$ cat src/rtl/dtmr_pkg.sv
package dtmr_pkg;
  localparam int ADDR_W   = 2;
  localparam int FLAG_BIT = 8;
  localparam int CFLG_BIT = 9;
  localparam int USED_W   = 10;
  localparam int NUM_DIV  = 5;

  typedef enum logic [ADDR_W-1:0] {
    REG_CONST = 2'd0,
    REG_COUNT = 2'd1,
    REG_CTRL  = 2'd2,
    REG_CAPT  = 2'd3
  } regSel_e;

  // stored control fields, packed so that bit positions match the control word
  typedef struct packed {
    logic [1:0] captCtl;  // [7:6]
    logic       irqEn;    // [5]
    logic [1:0] edgeSel;  // [4:3]
    logic [2:0] divCode;  // [2:0]
  } ctrlFields_t;

  // strobes from control to datapath
  typedef struct packed {
    logic ldConst;
    logic ldCount;
    logic ldCapt;
    logic tick;
  } dpStrobe_t;
endpackage

$ cat src/rtl/dtmr_prescale.sv
module dtmr_prescale
  import dtmr_pkg::*;
#(
  parameter bit HAS_EXT = 1'b0,
  parameter int NDIV    = NUM_DIV
) (
  input  logic       clk,
  input  logic       rstN,
  input  logic       run,
  input  logic       extTick,
  input  logic [2:0] divCode,
  input  logic       restart,
  output logic       tick
);
  localparam int PRE_W = 2 * NDIV;

  logic [PRE_W-1:0] preQ;
  logic [PRE_W-1:0] preLast;
  logic             extSel;
  logic             preHit;

  // last prescaler position for each power-of-four divider
  always_comb begin
    preLast = '0;
    for (int i = 0; i < NDIV; i++) begin
      if (divCode == 3'(i)) preLast = PRE_W'((1 << (2 * i + 2)) - 1);
    end
  end

  assign extSel = HAS_EXT && (divCode[2:1] == 2'b11);
  assign preHit = (preQ == preLast);
  assign tick   = run && (extSel ? extTick : preHit);

  always_ff @(posedge clk) begin
    if (!rstN) begin
      preQ <= '0;
    end else if (restart) begin
      preQ <= '0;
    end else if (run && !extSel) begin
      preQ <= preHit ? '0 : preQ + 1'b1;
    end
  end
endmodule

$ cat src/rtl/dtmr_ctrl.sv
module dtmr_ctrl
  import dtmr_pkg::*;
#(
  parameter int CNT_W    = 32,
  parameter bit HAS_CAPT = 1'b1,
  parameter bit HAS_EXT  = 1'b0
) (
  input  logic              clk,
  input  logic              rstN,
  input  logic              run,
  input  logic              extTick,
  input  logic              wrEn,
  input  logic [ADDR_W-1:0] addr,
  input  logic [CNT_W-1:0]  wrData,
  input  logic              cntZero,
  input  logic [CNT_W-1:0]  constVal,
  input  logic [CNT_W-1:0]  cntVal,
  input  logic [CNT_W-1:0]  captVal,
  output dpStrobe_t         stb,
  output logic [CNT_W-1:0]  rdData,
  output logic              wrErr,
  output logic              irq,
  output ctrlFields_t       ctrlVal,
  output logic              flagVal
);
  ctrlFields_t ctrlQ;
  ctrlFields_t ctrlNew;
  logic        flagQ;
  logic        ctrlSel;
  logic        resvBad, codeBad, edgeBad, capBad, cflgBad;
  logic        ctrlIllegal, captIllegal;
  logic        ctrlLoad;
  logic        restart;
  logic        tick;
  logic        underflow;

  assign ctrlNew = ctrlFields_t'(wrData[7:0]);
  assign ctrlSel = wrEn && (addr == REG_CTRL);

  // legality of a control write
  always_comb begin
    resvBad = |wrData[CNT_W-1:USED_W];
    if (ctrlNew.divCode <= 3'd4)      codeBad = 1'b0;
    else if (ctrlNew.divCode == 3'd5) codeBad = 1'b1;
    else                              codeBad = !HAS_EXT;
    edgeBad = !HAS_EXT && (ctrlNew.edgeSel != 2'd0);
    capBad  = (ctrlNew.captCtl == 2'd1) || (!HAS_CAPT && ctrlNew.captCtl[1]);
    cflgBad = !HAS_CAPT && wrData[CFLG_BIT];
  end

  assign ctrlIllegal = resvBad || codeBad || edgeBad || capBad || cflgBad;
  assign captIllegal = wrEn && (addr == REG_CAPT) && !HAS_CAPT;
  assign ctrlLoad    = ctrlSel && !ctrlIllegal;
  assign wrErr       = (ctrlSel && ctrlIllegal) || captIllegal;
  assign restart     = ctrlLoad && (ctrlNew.divCode != ctrlQ.divCode);

  dtmr_prescale #(.HAS_EXT(HAS_EXT), .NDIV(NUM_DIV)) i_pre (
    .clk     (clk),
    .rstN    (rstN),
    .run     (run),
    .extTick (extTick),
    .divCode (ctrlQ.divCode),
    .restart (restart),
    .tick    (tick)
  );

  assign underflow = tick && cntZero;

  always_ff @(posedge clk) begin
    if (!rstN) begin
      ctrlQ <= '0;
      flagQ <= 1'b0;
    end else begin
      if (ctrlLoad) ctrlQ <= ctrlNew;
      if (underflow)                             flagQ <= 1'b1;
      else if (ctrlLoad && !wrData[FLAG_BIT])    flagQ <= 1'b0;
    end
  end

  always_comb begin
    stb.ldConst = wrEn && (addr == REG_CONST);
    stb.ldCount = wrEn && (addr == REG_COUNT);
    stb.ldCapt  = wrEn && (addr == REG_CAPT) && HAS_CAPT;
    stb.tick    = tick;
  end

  always_comb begin
    rdData = '0;
    unique case (addr)
      REG_CONST: rdData = constVal;
      REG_COUNT: rdData = cntVal;
      REG_CTRL: begin
        rdData[7:0]      = ctrlQ;
        rdData[FLAG_BIT] = flagQ;
      end
      default:   rdData = captVal;
    endcase
  end

  assign irq     = flagQ && ctrlQ.irqEn;
  assign ctrlVal = ctrlQ;
  assign flagVal = flagQ;
endmodule

$ cat src/rtl/dtmr_datapath.sv
module dtmr_datapath
  import dtmr_pkg::*;
#(
  parameter int CNT_W    = 32,
  parameter bit HAS_CAPT = 1'b1
) (
  input  logic             clk,
  input  logic             rstN,
  input  dpStrobe_t        stb,
  input  logic [CNT_W-1:0] wrData,
  output logic [CNT_W-1:0] constVal,
  output logic [CNT_W-1:0] cntVal,
  output logic [CNT_W-1:0] captVal,
  output logic             cntZero
);
  logic [CNT_W-1:0] constQ;
  logic [CNT_W-1:0] cntQ;

  assign cntZero = (cntQ == '0);

  always_ff @(posedge clk) begin
    if (!rstN) begin
      constQ <= '1;
      cntQ   <= '1;
    end else begin
      if (stb.ldConst) constQ <= wrData;
      if (stb.ldCount)   cntQ <= wrData;
      else if (stb.tick) cntQ <= cntZero ? constQ : cntQ - 1'b1;
    end
  end

  generate
    if (HAS_CAPT) begin : g_capt
      logic [CNT_W-1:0] captQ;
      always_ff @(posedge clk) begin
        if (!rstN)          captQ <= '0;
        else if (stb.ldCapt) captQ <= wrData;
      end
      assign captVal = captQ;
    end else begin : g_nocapt
      assign captVal = '0;
    end
  endgenerate

  assign constVal = constQ;
  assign cntVal   = cntQ;
endmodule

$ cat src/rtl/downcount_timer.sv
module downcount_timer
  import dtmr_pkg::*;
#(
  parameter int CNT_W    = 32,
  parameter bit HAS_CAPT = 1'b1,
  parameter bit HAS_EXT  = 1'b0
) (
  input  logic             clk,
  input  logic             rstN,
  input  logic             run,
  input  logic             extTick,
  input  logic             wrEn,
  input  logic [1:0]       addr,
  input  logic [CNT_W-1:0] wrData,
  output logic [CNT_W-1:0] rdData,
  output logic             wrErr,
  output logic             irq
);
  dpStrobe_t        stb;
  logic [CNT_W-1:0] constVal, cntVal, captVal;
  logic             cntZero;
  ctrlFields_t      ctrlVal;
  logic             flagVal;

  dtmr_ctrl #(.CNT_W(CNT_W), .HAS_CAPT(HAS_CAPT), .HAS_EXT(HAS_EXT)) i_ctrl (
    .clk      (clk),
    .rstN     (rstN),
    .run      (run),
    .extTick  (extTick),
    .wrEn     (wrEn),
    .addr     (addr),
    .wrData   (wrData),
    .cntZero  (cntZero),
    .constVal (constVal),
    .cntVal   (cntVal),
    .captVal  (captVal),
    .stb      (stb),
    .rdData   (rdData),
    .wrErr    (wrErr),
    .irq      (irq),
    .ctrlVal  (ctrlVal),
    .flagVal  (flagVal)
  );

  dtmr_datapath #(.CNT_W(CNT_W), .HAS_CAPT(HAS_CAPT)) i_dp (
    .clk      (clk),
    .rstN     (rstN),
    .stb      (stb),
    .wrData   (wrData),
    .constVal (constVal),
    .cntVal   (cntVal),
    .captVal  (captVal),
    .cntZero  (cntZero)
  );
endmodule

$ cat config.mk
export PLATFORM = sky130hd
export DESIGN_NAME = downcount_timer
export DESIGN_NICKNAME = d
export VERILOG_FILES = /design/src/rtl/dtmr_pkg.sv /design/src/rtl/dtmr_prescale.sv /design/src/rtl/dtmr_ctrl.sv /design/src/rtl/dtmr_datapath.sv /design/src/rtl/downcount_timer.sv
export SDC_FILE = /design/constraint.sdc
export NUM_CORES = 1
export LEC_CHECK = 0
export BUFFER_PORTS_ARGS = -buffer_cell sky130_fd_sc_hd__buf_2
export CAP_MARGIN = 5
export CORE_UTILIZATION = 55
export CTS_CLUSTER_DIAMETER = 80
export DETAILED_ROUTE_END_ITERATION = 16
export GPL_TIMING_DRIVEN = 1
export PLACE_DENSITY_LB_ADDON = 0.3
export SYNTH_ARGS = -nofsm -noshare
export SYNTH_HDL_FRONTEND = slang
export SYNTH_SLANG_ARGS = --single-unit
$ cat constraint.sdc
create_clock -name clk -period 4.8 [get_ports clk]
set_input_delay 0.96 -clock clk [delete_from_list [all_inputs] [get_ports clk]]
set_output_delay 0.96 -clock clk [all_outputs]
set_load 0.03 [all_outputs]
# Word-level counts from Yosys, hierarchy flattened
# Index checks and enable logic that the tools add are counted.
# classes
mul,0
n_reduce_logical,24
n_div,0
order_cmp,1
n_eq_ne,10
bitwise_logic,1
muxes,14
add_sub_neg,2
shift,0
# ops
operator,count
$mux 32,3
$pmux 23 s3,1
$logic_not 32->1,1
$sub 32x1->32 const B,1
$pmux 9 s3,1
$reduce_or 22->1,1
$mux 10,2
$logic_and 1x1->1,11
$add 10x1->10 const B,1
$eq 10x10->1,1
$mux 8,1
$eq 3x2->1 const B,2
$mux 6,1
$reduce_bool 2->1,3
$eq 2x1->1 const B,2
$eq 2x2->1 const B,2
$mux 4,1
$eq 3x1->1 const B,1
$eq 3x3->1 const B,1
$le 3x3->1 const B,1
$logic_not 3->1,1
$logic_or 1x1->1,3
$mux 1,3
$ne 3x3->1,1
other kinds (5),6
# word_totals
latchBits,0
mem_bits_ro,0
output_inout_bits,34
inputBits,39
ff_bits,115
n_memories,0
ram_bits,0
wordCells,61

# Logic depth before layout (Yosys ltp)
# depth
depth_word,10
depth_mapped,10

# Modules after synthesis
# A second synthesis with hierarchy kept.
# hier_totals
cells_unflattened,738
area_unflattened_um2,6590.1
# by_module_without_submodules
module,cells_each,area_each_um2,instances
dtmr_datapath,516,4657.0,1
dtmr_ctrl,146,1226.2,1
dtmr_prescale,76,706.9,1

# Worst setup path after synthesis
# Ideal clock, no wire load.
# synth_path
path_kind,input port to output port
startpoint,in addr[0]
endpoint,out rdData[16]
t_arrival_ns,3.107
path_slack_ns,0.733
cell_stages,5
path_buffers,3
t_required_ns,3.840
cell_sequence,clkbuf_1 > clkbuf_1 > clkbuf_1 > mux2i_1 > o21ai_0
# synth_via
elab_chain_cells,2
word_cells_on_any_way,4
# synth_rtl
element,line_no,source
start: declaration,downcount_timer.sv:13,"input logic [1:0] addr,"
"$eq 2x2->1, or another cell as far along",dtmr_ctrl.sv:89,unique case (addr)
$pmux 23 s3 (*),dtmr_ctrl.sv:89,
end: declaration,downcount_timer.sv:15,"output logic [CNT_W-1:0] rdData,"
# Mark *: on every way between the ends. The rest lies on a longest branch, timed or not.

# Worst setup path in the final report
# layout_path
startpoint,in addr[0]
endpoint,out rdData[13]
# Same word-level chain as after synthesis.

==> impl_metrics.py <==
metrics = {
    "critical_path": {
        "critPathMostFrequentCell": "buf_2",
        "critical_path.max_fanout": 25,
        "reg2reg_to": "i_dp.cntVal[23]",
        "worst-r2r-cell-count": 6,
        "arrival_ps": 2570,
        "crit_path_top_delay_cell": "buf_2",
        "cp_cell_sequence": "buf_2, buf_4, mux2i_1, o21ai_0, buf_2",
        "crit_path_start_kind": "input port",
        "worstSetupPathType": "input port to primary output",
        "cp.required_ps": 3840,
        "max_stage_delay_ps": 630,
        "regToRegSetupSlack_ps": 1600,
        "setup.worst_path.end_class": "primary output",
        "worstReg2RegStart": "i_dp.cntVal[12]",
    },
    "final_layout": {
        "seq_area_um2": 2300,
        "nets": 897,
        "finalNonFillerCells": 1007,
        "area.growth.synth_to_final_pct": 14.3,
        "num_antenna_cells": 0,
        "nFillCells": 920,
        "drive_above_1_share_pct": 15.1,
        "final_area_um2": 7220,
        "multi_input_area_um2": 3700,
    },
    "place": {
        "place_congestion": 0.897,
        "placed_cell_area_um2": 6650,
        "dpl.hpwl_um": 11800,
        "dp_cells": 976,
        "io_buffers": 71,
    },
    "power": {
        "p_comb_share_pct": 11.5,
        "internal_power_mw": 1.89,
        "seq_power_share_pct": 40.9,
        "switching_share_pct": 26.0,
        "power_frac_clock_pct": 47.6,
        "p_switching_uw": 664,
        "p_leak_nw": 2.90,
        "power_density_nw_per_um2": 353,
        "worst_ir_drop_vdd_uv": 217,
    },
    "grt": {
        "overflow": 0,
        "grt_max_degree": 62,
        "first_global_vias": 5911,
        "gr-usage-all-layers_pct": 32.5,
        "antenna_found_initial": 0,
        "grt_pass1_wl_um": 29500,
    },
    "clock_tree": {
        "ctsResizeCount": 0,
        "clk_latency_ps": 420,
        "cts.sinks": 115,
        "root_buffer": "clkbuf_16",
        "post_cts_buffers": 0,
        "ctsHoldBuffers": 0,
        "clkTransAtPathRegs_ps": 50,
        "cts_made_buffers": 17,
        "cts_buffer_depth": 2,
        "tritoncts": "done",
        "h-tree-depth": 4,
    },
    "yosys": {
        "synth.top_cell.area_share_pct": 36.5,
        "yosysTopAreaCell": "dfxtp_1",
        "syn_area_per_cell_um2": 7.68,
        "ys_top_cells_by_count": "nand2_1, dfxtp_1, clkbuf_1",
        "ys_seq_elements": 115,
        "synth_edf_count": 0,
        "syn_inst": 822,
        "ys_seq_area_share_pct": 36.5,
        "synthFlopType": "dfxtp_1",
        "async_flop_share_pct": 0,
        "ys.warnings.count": 0,
        "syn_nets": 864,
        "synth_area_um2": 6310,
        "synth_area_leaders": "dfxtp_1, nand2_1, mux2i_1, nand3_1, a21oi_1",
        "ys_types": 56,
        "synth.most_common_cell": "nand2_1",
    },
    "die": {
        "pin_count": 73,
        "core-area_um2": 11000,
        "die_w_um": 109,
        "die_area_um2": 11900,
        "die_y_um": 109,
        "rows": 38,
        "start_util_pct": 57.2,
    },
    "timing": {
        "worst_pin_slew_ps": 1070,
        "tns_ps": 0,
        "rsz0062_at_grt": "false",
        "clock_skew_ps": 8.61,
        "period_needed_ps": 3530,
        "fin_hold_ws_ps": 452,
        "hold_viol_final": 0,
        "fmax_mhz": 283,
        "setup_viol": 0,
        "finalMaxSlewViolations": 0,
        "min_period_over_period_pct": 73.5,
        "relSlewSlack_pct": 28.2,
    },
    "flow_run": {
        "drv_cap": 0,
    },
    "min_path": {
        "holdPathStages": 2,
        "whs_endpoint": "i_dp.captVal[9]",
        "min_from": "i_dp.captVal[9]",
        "hold_class": "flip-flop to flip-flop",
    },
    "routing": {
        "vias": 6316,
        "dr.pass1.iters": 6,
        "post_drt_wl_per_cell_um": 18.2,
        "via_per_inst": 6.27,
        "drc_errors": 0,
        "final_antenna_net_count": 0,
        "drt-total-wl_um": 18400,
        "drtIter0Drc": 516,
    },
    "outcome": {
        "outcome": "completed",
    },
}
-- kinds of logic after synthesis --
family / synth area share, %
compound gates: 14.1
xor+xnor: 4.99
fa+ha+maj: 0.594
buf+inv: 5.09
flops: 36.5
mux: 9.27
simple gates: 29.4
-- flip-flops by register name, indices dropped and copies added, names as in the netlist --
| register | flops |
|---|---|
| i_ctrl.ctrlVal | 8 |
| i_ctrl.flagVal | 1 |
| i_ctrl.i_pre.preQ | 10 |
| i_dp.captVal | 32 |
| i_dp.cntVal | 32 |
| i_dp.constVal | 32 |
-- layout make-up --
cell class / count / area share (%)
clock buffer: 27 / 7.25
inverter: 8 / 0.416
timing repair buffer: 82 / 6.07
multi-input combinational: 631 / 51.3
tap: 140 / 2.43
clock inverter: 4 / 0.624
sequential: 115 / 31.9
-- power groups by stage --
stage	clock, mW	combinational [mW]	sequential [mW]
after detailed placement	0	0.289	1.06
after CTS	1.22	0.291	1.04
after global routing	1.27	0.319	1.05
after global placement	0	0.282	1.06
final	1.21	0.294	1.04
after floorplan	0	0.208	1.04
-- critical path: cells and delay by family --
| family | cells | cell delay (ps) |
|---|---|---|
| buf+inv | 3 | 1230 |
| mux | 1 | 260 |
| compound gates | 1 | 110 |
-- worst max-delay path by stage --
stage / from / to / slack, ps / cells past startpoint
3_3_place_gp: addr[0] / rdData[13] / 1280 / 5
5_1_grt: addr[0] / rdData[20] / 1160 / 5
3_5_place_dp: addr[0] / i_dp.cntVal[0] / 1270 / 6
4_1_cts: addr[0] / rdData[12] / 1280 / 6
6_report: addr[0] / rdData[13] / 1270 / 5
2_1_floorplan: addr[0] / rdData[16] / 730 / 5
-- placed cells by master (no fill, tap or decap), drive strengths merged, types with 3 or more instances in the layout --
cell,instances
buf,82
and2,4
o31ai,4
or3,7
nor4,20
a21oi,48
nor3,12
o311ai,4
nor2,47
clkbuf,27
mux2i,36
clkinv,3
nand4,16
or2,3
o2111ai,15
o21ai,43
xnor2,15
nand3,51
dfxtp,115
or4,9
xor2,21
nor3b,4
a31oi,4
a2bb2oi,3
mux4,9
nand2,210
and3,6
nand2b,3
inv,8
ha,3
o211ai,6
-- per-layer routing --
| layer | part of all wire [%] | global-route usage, % |
|---|---|---|
| met5 | 0 | 0 |
| met4 | 3.2 | 16.1 |
| met3 | 8.8 | 8.01 |
| met2 | 47 | 53.6 |
| met1 | 41 | 39.2 |
-- per-stage QoR --
step | power (mW) | setup slack [ps] | utilization, %
after floorplan | 1.25 | 733 | -
after global placement | 1.34 | 1280 | 60.3
after detailed placement | 1.35 | 1270 | 60.3
after CTS | 2.55 | 1280 | 65.4
after global routing | 2.63 | 1160 | 65.4
final | 2.55 | 1270 | 65.4
Power figures use the tool's default switching activity.
